File: src/rtl/phc_pkg.sv
package phc_pkg;
   localparam int PHC_STAGES = 6;
   localparam int STG_FETCH  = 0;
   localparam int STG_DECODE = 1;
   localparam int STG_AGEN   = 2;
   localparam int STG_OPND   = 3;
   localparam int STG_EXEC   = 4;
   localparam int STG_WB     = 5;
endpackage

File: src/rtl/phc_fetch.sv
module phc_fetch #(
   parameter int PC_W = 16
) (
   input  logic            clk,
   input  logic            rst,
   input  logic            hold,
   input  logic            redirect,
   input  logic [PC_W-1:0] tgt,
   output logic [PC_W-1:0] fetch_pc
);
   logic [PC_W-1:0] pc_q;

   assign fetch_pc = redirect ? tgt : pc_q;

   always_ff @(posedge clk) begin
      if (rst)        pc_q <= '0;
      else if (!hold) pc_q <= fetch_pc + PC_W'(1);
   end

   assert_seq_pc_R2: assert property (@(posedge clk) disable iff (rst)
      (!hold && !redirect) |=> (pc_q == $past(pc_q) + PC_W'(1)));
   assert_redirect_R5: assert property (@(posedge clk) disable iff (rst)
      redirect |=> (pc_q == $past(tgt) + PC_W'(1)));
   assert_hold_pc_R4: assert property (@(posedge clk) disable iff (rst)
      (hold && !redirect) |=> $stable(pc_q));
endmodule

File: src/rtl/phc_hazard.sv
module phc_hazard #(
   parameter int RA_W    = 5,
   parameter int NUM_SRC = 2
) (
   input  logic                           opnd_vld,
   input  logic [NUM_SRC-1:0]             opnd_src_v,
   input  logic [NUM_SRC-1:0][RA_W-1:0]   opnd_src,
   input  logic                           exec_vld,
   input  logic                           exec_dst_v,
   input  logic [RA_W-1:0]                exec_dst,
   input  logic                           exec_br,
   input  logic                           exec_tk,
   output logic                           squash,
   output logic                           stall
);
   logic [NUM_SRC-1:0] hit;
   logic               raw;

   for (genvar s = 0; s < NUM_SRC; s++) begin : g_cmp
      assign hit[s] = opnd_src_v[s] && (opnd_src[s] == exec_dst);
   end

   assign raw    = opnd_vld && exec_vld && exec_dst_v && (|hit);
   assign squash = exec_vld && exec_br && exec_tk;
   assign stall  = raw && !squash;

   always_comb begin
      assert_one_action_R7: assert (!(squash && stall));
   end
endmodule

File: src/rtl/phc_stage_array.sv
module phc_stage_array
   import phc_pkg::*;
#(
   parameter int TOK_W = 8
) (
   input  logic                                  clk,
   input  logic                                  rst,
   input  logic                                  hold,
   input  logic                                  squash,
   input  logic [TOK_W-1:0]                      fetch_tok,
   output logic [PHC_STAGES-1:0]                 vld_q,
   output logic [PHC_STAGES-1:0][TOK_W-1:0]      tok_q
);
   for (genvar i = 0; i < PHC_STAGES; i++) begin : g_stg
      logic             v_q;
      logic [TOK_W-1:0] t_q;
      assign vld_q[i] = v_q;
      assign tok_q[i] = t_q;

      if (i == STG_FETCH) begin : g_head
         always_ff @(posedge clk) begin
            if (rst) v_q <= 1'b0;
            else if (!hold) v_q <= 1'b1;
            if (!hold) t_q <= fetch_tok;
         end
      end else if (i < STG_EXEC) begin : g_front
         always_ff @(posedge clk) begin
            if (rst || squash) v_q <= 1'b0;
            else if (!hold)    v_q <= vld_q[i-1];
            if (!hold) t_q <= tok_q[i-1];
         end
      end else if (i == STG_EXEC) begin : g_bubble
         always_ff @(posedge clk) begin
            if (rst) v_q <= 1'b0;
            else     v_q <= vld_q[i-1] && !squash && !hold;
            t_q <= tok_q[i-1];
         end
      end else begin : g_tail
         always_ff @(posedge clk) begin
            if (rst) v_q <= 1'b0;
            else     v_q <= vld_q[i-1];
            t_q <= tok_q[i-1];
         end
      end
   end

   assert_squash_clears_R5: assert property (@(posedge clk) disable iff (rst)
      (squash && !rst) |=> (vld_q[STG_OPND:STG_DECODE] == '0) && vld_q[STG_FETCH]
                           && !vld_q[STG_EXEC] && vld_q[STG_WB]);
   assert_hold_freezes_R4: assert property (@(posedge clk) disable iff (rst)
      (hold && !rst) |=> $stable(vld_q[STG_OPND:STG_FETCH]) && $stable(tok_q[STG_OPND])
                         && !vld_q[STG_EXEC]);
   assert_advance_R3: assert property (@(posedge clk) disable iff (rst)
      (!hold && !squash && !rst) |=> (vld_q[STG_EXEC] == $past(vld_q[STG_OPND]))
                                     && (vld_q[STG_WB] == $past(vld_q[STG_EXEC])));
endmodule

File: src/rtl/pipe_hazard_ctrl.sv
module pipe_hazard_ctrl
   import phc_pkg::*;
#(
   parameter int PC_W    = 16,
   parameter int RA_W    = 5,
   parameter int NUM_SRC = 2
) (
   input  logic                        clk,
   input  logic                        rst,
   input  logic                        in_dst_vld,
   input  logic [RA_W-1:0]             in_dst,
   input  logic [NUM_SRC-1:0]          in_src_vld,
   input  logic [NUM_SRC*RA_W-1:0]     in_src,
   input  logic                        in_is_br,
   input  logic                        in_br_taken,
   input  logic [PC_W-1:0]             in_br_tgt,
   output logic [PC_W-1:0]             fetch_pc,
   output logic [PHC_STAGES-1:0]       stg_vld,
   output logic [PHC_STAGES*PC_W-1:0]  stg_pc,
   output logic                        retire,
   output logic [PC_W-1:0]             retire_pc
);
   if (PC_W < 2 || PC_W > 64) begin : g_bad_pc
      $error("pipe_hazard_ctrl: PC_W out of range");
   end
   if (RA_W < 1 || RA_W > 8) begin : g_bad_ra
      $error("pipe_hazard_ctrl: RA_W out of range");
   end
   if (NUM_SRC < 1 || NUM_SRC > 2) begin : g_bad_src
      $error("pipe_hazard_ctrl: NUM_SRC must be 1 or 2");
   end

   typedef struct packed {
      logic [PC_W-1:0]                tgt;
      logic                           tk;
      logic                           br;
      logic [NUM_SRC-1:0][RA_W-1:0]   src;
      logic [NUM_SRC-1:0]             src_v;
      logic [RA_W-1:0]                dst;
      logic                           dst_v;
      logic [PC_W-1:0]                pc;
   } tok_t;

   localparam int TOK_W = $bits(tok_t);

   tok_t                               new_tok, opnd_tok, exec_tok;
   logic [PHC_STAGES-1:0][TOK_W-1:0]   stg_tok;
   logic                               squash, stall;
   logic                               unused_fields;

   assign new_tok.tgt   = in_br_tgt;
   assign new_tok.tk    = in_br_taken;
   assign new_tok.br    = in_is_br;
   assign new_tok.src   = in_src;
   assign new_tok.src_v = in_src_vld;
   assign new_tok.dst   = in_dst;
   assign new_tok.dst_v = in_dst_vld;
   assign new_tok.pc    = fetch_pc;

   assign opnd_tok = tok_t'(stg_tok[STG_OPND]);
   assign exec_tok = tok_t'(stg_tok[STG_EXEC]);

   phc_hazard #(.RA_W(RA_W), .NUM_SRC(NUM_SRC)) u_hazard (
      .opnd_vld   (stg_vld[STG_OPND]),
      .opnd_src_v (opnd_tok.src_v),
      .opnd_src   (opnd_tok.src),
      .exec_vld   (stg_vld[STG_EXEC]),
      .exec_dst_v (exec_tok.dst_v),
      .exec_dst   (exec_tok.dst),
      .exec_br    (exec_tok.br),
      .exec_tk    (exec_tok.tk),
      .squash     (squash),
      .stall      (stall)
   );

   phc_fetch #(.PC_W(PC_W)) u_fetch (
      .clk      (clk),
      .rst      (rst),
      .hold     (stall),
      .redirect (squash),
      .tgt      (exec_tok.tgt),
      .fetch_pc (fetch_pc)
   );

   phc_stage_array #(.TOK_W(TOK_W)) u_stages (
      .clk       (clk),
      .rst       (rst),
      .hold      (stall),
      .squash    (squash),
      .fetch_tok (new_tok),
      .vld_q     (stg_vld),
      .tok_q     (stg_tok)
   );

   for (genvar i = 0; i < PHC_STAGES; i++) begin : g_tag
      tok_t t;
      assign t = tok_t'(stg_tok[i]);
      assign stg_pc[i*PC_W +: PC_W] = t.pc;
   end

   assign retire        = stg_vld[STG_WB];
   assign retire_pc     = stg_pc[STG_WB*PC_W +: PC_W];
   assign unused_fields = ^stg_tok;

   assert_reset_quiet_R1: assert property (@(posedge clk) disable iff (rst)
      $past(rst) |-> (!retire && (stg_vld[STG_WB:STG_DECODE] == '0)));
   assert_retire_follows_R8: assert property (@(posedge clk) disable iff (rst)
      (!$past(rst) && !$past(stg_vld[STG_EXEC])) |-> !retire);
endmodule

File: config.mk
export PLATFORM = sky130hd
export DESIGN_NAME = pipe_hazard_ctrl
export DESIGN_NICKNAME = d
export VERILOG_FILES = /design/src/rtl/phc_pkg.sv /design/src/rtl/phc_fetch.sv /design/src/rtl/phc_hazard.sv /design/src/rtl/phc_stage_array.sv /design/src/rtl/pipe_hazard_ctrl.sv
export SDC_FILE = /design/constraint.sdc
export NUM_CORES = 1
export LEC_CHECK = 0
export BUFFER_PORTS_ARGS = -buffer_cell sky130_fd_sc_hd__buf_2
export CORE_UTILIZATION = 45
export CTS_CLUSTER_SIZE = 24
export DETAILED_ROUTE_END_ITERATION = 8
export GPL_ROUTABILITY_DRIVEN = 0
export PLACE_DENSITY = 0.64
export SKIP_LAST_GASP = 1
export SYNTH_ARGS = -nofsm -noshare
export SYNTH_HDL_FRONTEND = slang
export SYNTH_HIERARCHICAL = 1
export SYNTH_SLANG_ARGS = --single-unit
export TNS_END_PERCENT = 50
File: constraint.sdc
create_clock -name clk -period 13.7 [get_ports clk]
set_input_delay 1.37 -clock clk [delete_from_list [all_inputs] [get_ports clk]]
set_output_delay 1.37 -clock clk [all_outputs]
set_load 0.02 [all_outputs]
# Word level (Yosys, flattened, before mapping)
# Index checks and enable logic that the tools add are counted.
# totals
elab_cells	31
regBits	298
output_inout_bits	135
# classes
n_mux	1
eq_ne	2
addsub	1
n_reduce_logical	14
# op_table
op	n
$add A16 B1 Y16 const B	1
$mux W16	1
$eq A5 B5 Y1	2
$logic_and A1 B1 Y1	10
$logic_not A1 Y1	2
$reduce_or A2 Y1	1
$logic_or A1 B1 Y1	1

# Depth between registers and ports, before layout
# depth
word_depth	7
ltp_mapped	10
mapped_depth_nobuf	8

# Modules after synthesis
# The synthesis kept the hierarchy.
# modules_own_cells
module	cells_per_inst	instances	area_each_um2	seq_area_each_um2
phc_stage_array	336	1	8583.2	8448.1
phc_fetch	149	1	1267.5	320.3
phc_hazard	17	1	130.1	0.0
pipe_hazard_ctrl	17	1	127.6	0.0

# Worst setup path after synthesis
# No wires, ideal clock.
# synth_path
path_type	reg2reg
start	reg u_stages.g_stg[4].v_q
end	reg u_stages.g_stg[0].t_q[0], enable pin
n_path_buf	2
setup_time_ns	0.560
stages_incl_launch_ff	7
setup_slack_ns	8.014
arrival_time_ns	5.126
cell_sequence	dfxtp_1 buf_4 and3_1 nand4b_1 a21oi_1 buf_6 inv_1
# synth_between
elab_chain_cells	4
# synth_lines
item	line	text
start, declared	phc_stage_array.sv:15	logic v_q;
start signal, assigned	phc_stage_array.sv:35	else v_q <= vld_q[i-1] && !squash && !hold;
$logic_and A1 B1 Y1 (2 in series)	phc_hazard.sv:24	assign squash = exec_vld && exec_br && exec_tk;
net squash	pipe_hazard_ctrl.sv:48	logic squash, stall;
$logic_not A1 Y1	phc_hazard.sv:25	assign stall = raw && !squash;
$logic_and A1 B1 Y1	phc_hazard.sv:25	
net stall	pipe_hazard_ctrl.sv:48	
end signal, assigned	phc_stage_array.sv:24	if (!hold) t_q <= fetch_tok;
end, declared	phc_stage_array.sv:16	logic [TOK_W-1:0] t_q;
# The timed path passes the listed nets, and every way through them passes these cells.
# A chain may end at the register's enable or synchronous reset.

# Final worst setup path
# layout_path
start	reg u_stages.g_stg[4].v_q
end	out fetch_pc[12]
# layout_between
elab_chain_cells	3
# layout_lines
item	line	text
$logic_and A1 B1 Y1 (2 in series)	phc_hazard.sv:24	
net squash	pipe_hazard_ctrl.sv:48	
$mux W16	phc_fetch.sv:13	assign fetch_pc = redirect ? tgt : pc_q;
end, declared	pipe_hazard_ctrl.sv:17	output logic [PC_W-1:0] fetch_pc,
# The timed path passes the listed nets, and every way through them passes these cells.

==> run summary <==
outcome -> finished clean
Worst Hold Path Cells -> 0
CP Capture Type -> primary output
Cell Rows -> 51
# IOs -> 173
Die X-Extent -> 144.6 µm
Mean Syn Cell Area -> 19.42 µm²
maxcap violations -> 0
CTS buffer count -> 29
fin nets -> 684
total power -> 1.788 mW
Slew Viols, Final -> 0
PwrDens -> 162.6 nW/µm²
Worst Skew -> 10.17 ps
Synth Cell Area -> 9148 µm²
Post-Route WL -> 14000 µm
Longest Clk Path Bufs -> 3
Critical Path Fanout Max -> 35
minimum clock period after layout -> 3700 ps
Setup crit start -> u_stages/g_stg[4].v_q
static leakage -> 4.659 nW
Worst Path Buf+Inv -> 3
R2R Path End -> u_stages/g_stg[0].t_q[17]
full die area -> 20900 µm²
CTS Sinks -> 286
f_max -> 0.2703 GHz
syn nets -> 510
Area Growth Syn to Fin -> 20.16%
Placeable Area -> 19720 µm²
R2R setup slack -> 10410 ps
CTS root buf -> clkbuf_16
Clock Pin Slew Worst Setup and Hold Paths -> 60 ps
Fin. Hold Viols -> 0
Slowest cell on crit path -> mux2i_1
DRT Pass-1 Iters -> 4
initial drt markers -> 347
Setup Viol. Count Final -> 0
Top delay family on crit path -> buffers and inverters
Post-CTS Setup Bufs -> 0
Warnings, synthesis -> 6
Hold Path End -> u_stages/g_stg[4].t_q[34]
PostCTS Resize Cnt -> 0
largest net degree at the start of global routing -> 133
Setup Crit Path Kind -> flop to primary output
Worst R2R Path Depth -> 7
Inserted Diodes -> 0
relative slew slack -> 0.3931
Fill cells -> 1504
post-route ant nets -> 0
Setup TNS -> 0 ps
vias per cell -> 4.759
I/O Buffers -> 172
initial antenna violation count -> 0
Synth Instances -> 471
CP arrival -> 2330 ps
hold buffers post-CTS -> 0
post-detail-place hpwl -> 9107 µm
CP peak stage delay -> 520 ps
vias in the first global route -> 4101
CP startpoint kind -> flop
Die H -> 144.6 µm
Initial Utilization -> 0.4639
Critical Path RT -> 12330 ps
first-pass GRT wire length -> 21280 µm
GRT overflow -> 0
hold_sp -> u_stages/g_stg[3].t_q[34]
period utilization -> 0.2701
Worst VDD drop -> 0.0001006 V
vias -> 4431
CTS tree -> yes
drc violations -> 0
htree depth -> 1
Slew @ Worst Pin -> 910.4 ps
Routed WL per cell -> 15.03 µm
layout cells sized above 1 -> 0.3529
Skew-Pair Late Insertion Delay -> 530 ps
CP Cell Sequence -> and3_1, buf_4, mux2i_1, inv_1, buf_2
total track usage -> 0.1318
worst hold path class -> flop to flop
RSZ-0062 raised after global routing -> false
reg-to-reg startpoint -> u_stages/g_stg[4].v_q
registers in the layout, indices dropped and copies added, names as in the netlist:
signal and flops:
u_stages/g_stg.t_q 264, u_stages/g_stg.v_q 6, u_fetch/pc_q 16
metrics by stage:
stage / setup WS, ps / cells / util / hold slack, ps / instance area, µm²
after floorplan: 8014 / 471 / - / 323.3 / 9148
after CTS: 9992 / 931 / 0.5575 / 340.1 / 10990
after detailed placement: 10380 / 879 / 0.5138 / 326.9 / 10130
after global routing: 9865 / 931 / 0.5575 / 345.2 / 10990
final: 10000 / 931 / 0.5575 / 336.5 / 10990
after global placement: 10490 / 879 / 0.5138 / 329.1 / 10130
placed cells by master (no fill, tap or decap), types with 3 or more instances in the layout:
cell type / n
edfxtp_1: 208
buf_2: 172
dfxtp_1: 78
clkbuf_16: 29
nand2_1: 23
nor2_1: 12
mux2i_1: 10
clkbuf_1: 9
inv_1: 9
mux2_2: 8
nand3_1: 8
xor2_1: 8
a21oi_1: 7
clkinv_1: 5
clkinv_2: 5
nand4_1: 5
nand3b_1: 4
xnor2_1: 4
buf_4: 3
and3_1: 3
nor2b_1: 3
nor3_1: 3
cell type report:
| class | instances | area (µm²) | share of cell area |
|---|---|---|---|
| Sequential cell | 286 | 7807 | 0.7103 |
| Clock inverter | 14 | 101.3 | 0.009220 |
| Timing Repair Buffer | 175 | 883.3 | 0.08036 |
| Clock buffer | 38 | 759.5 | 0.06909 |
| Tap cell | 265 | 331.6 | 0.03017 |
| Multi-Input combinational cell | 143 | 1064 | 0.09676 |
| Inverter | 10 | 45.04 | 0.004098 |
power by group:
part / switching, mW / total [mW] / internal [mW]
sequential: 0.0208 / 0.998 / 0.977
clock: 0.296 / 0.704 / 0.408
combinational: 0.0566 / 0.0852 / 0.0286
total: 0.374 / 1.79 / 1.41
metal layers:
metal,share of wire,GRT usage,up-vias,routed length [µm]
met2,0.48,0.2189,204,6677
met3,0.072,0.03477,27,1009
met5,0,0,-,0
met4,0.025,0.05374,0,348
li1,-,-,2105,-
met1,0.43,0.1637,2095,5961
how the worst max path moves through the flow:
stage	end	slack, ps	depth (start not counted)
finish	fetch_pc[12]	10000	5
CTS	fetch_pc[12]	9990	5
global route	fetch_pc[12]	9860	5
floorplan	u_stages/g_stg[0].t_q[0]	8010	6
detailed placement	u_stages/g_stg[0].t_q[40]	10380	7
global placement	u_stages/g_stg[0].t_q[39]	10490	7
(Power assumes the default switching activity.)
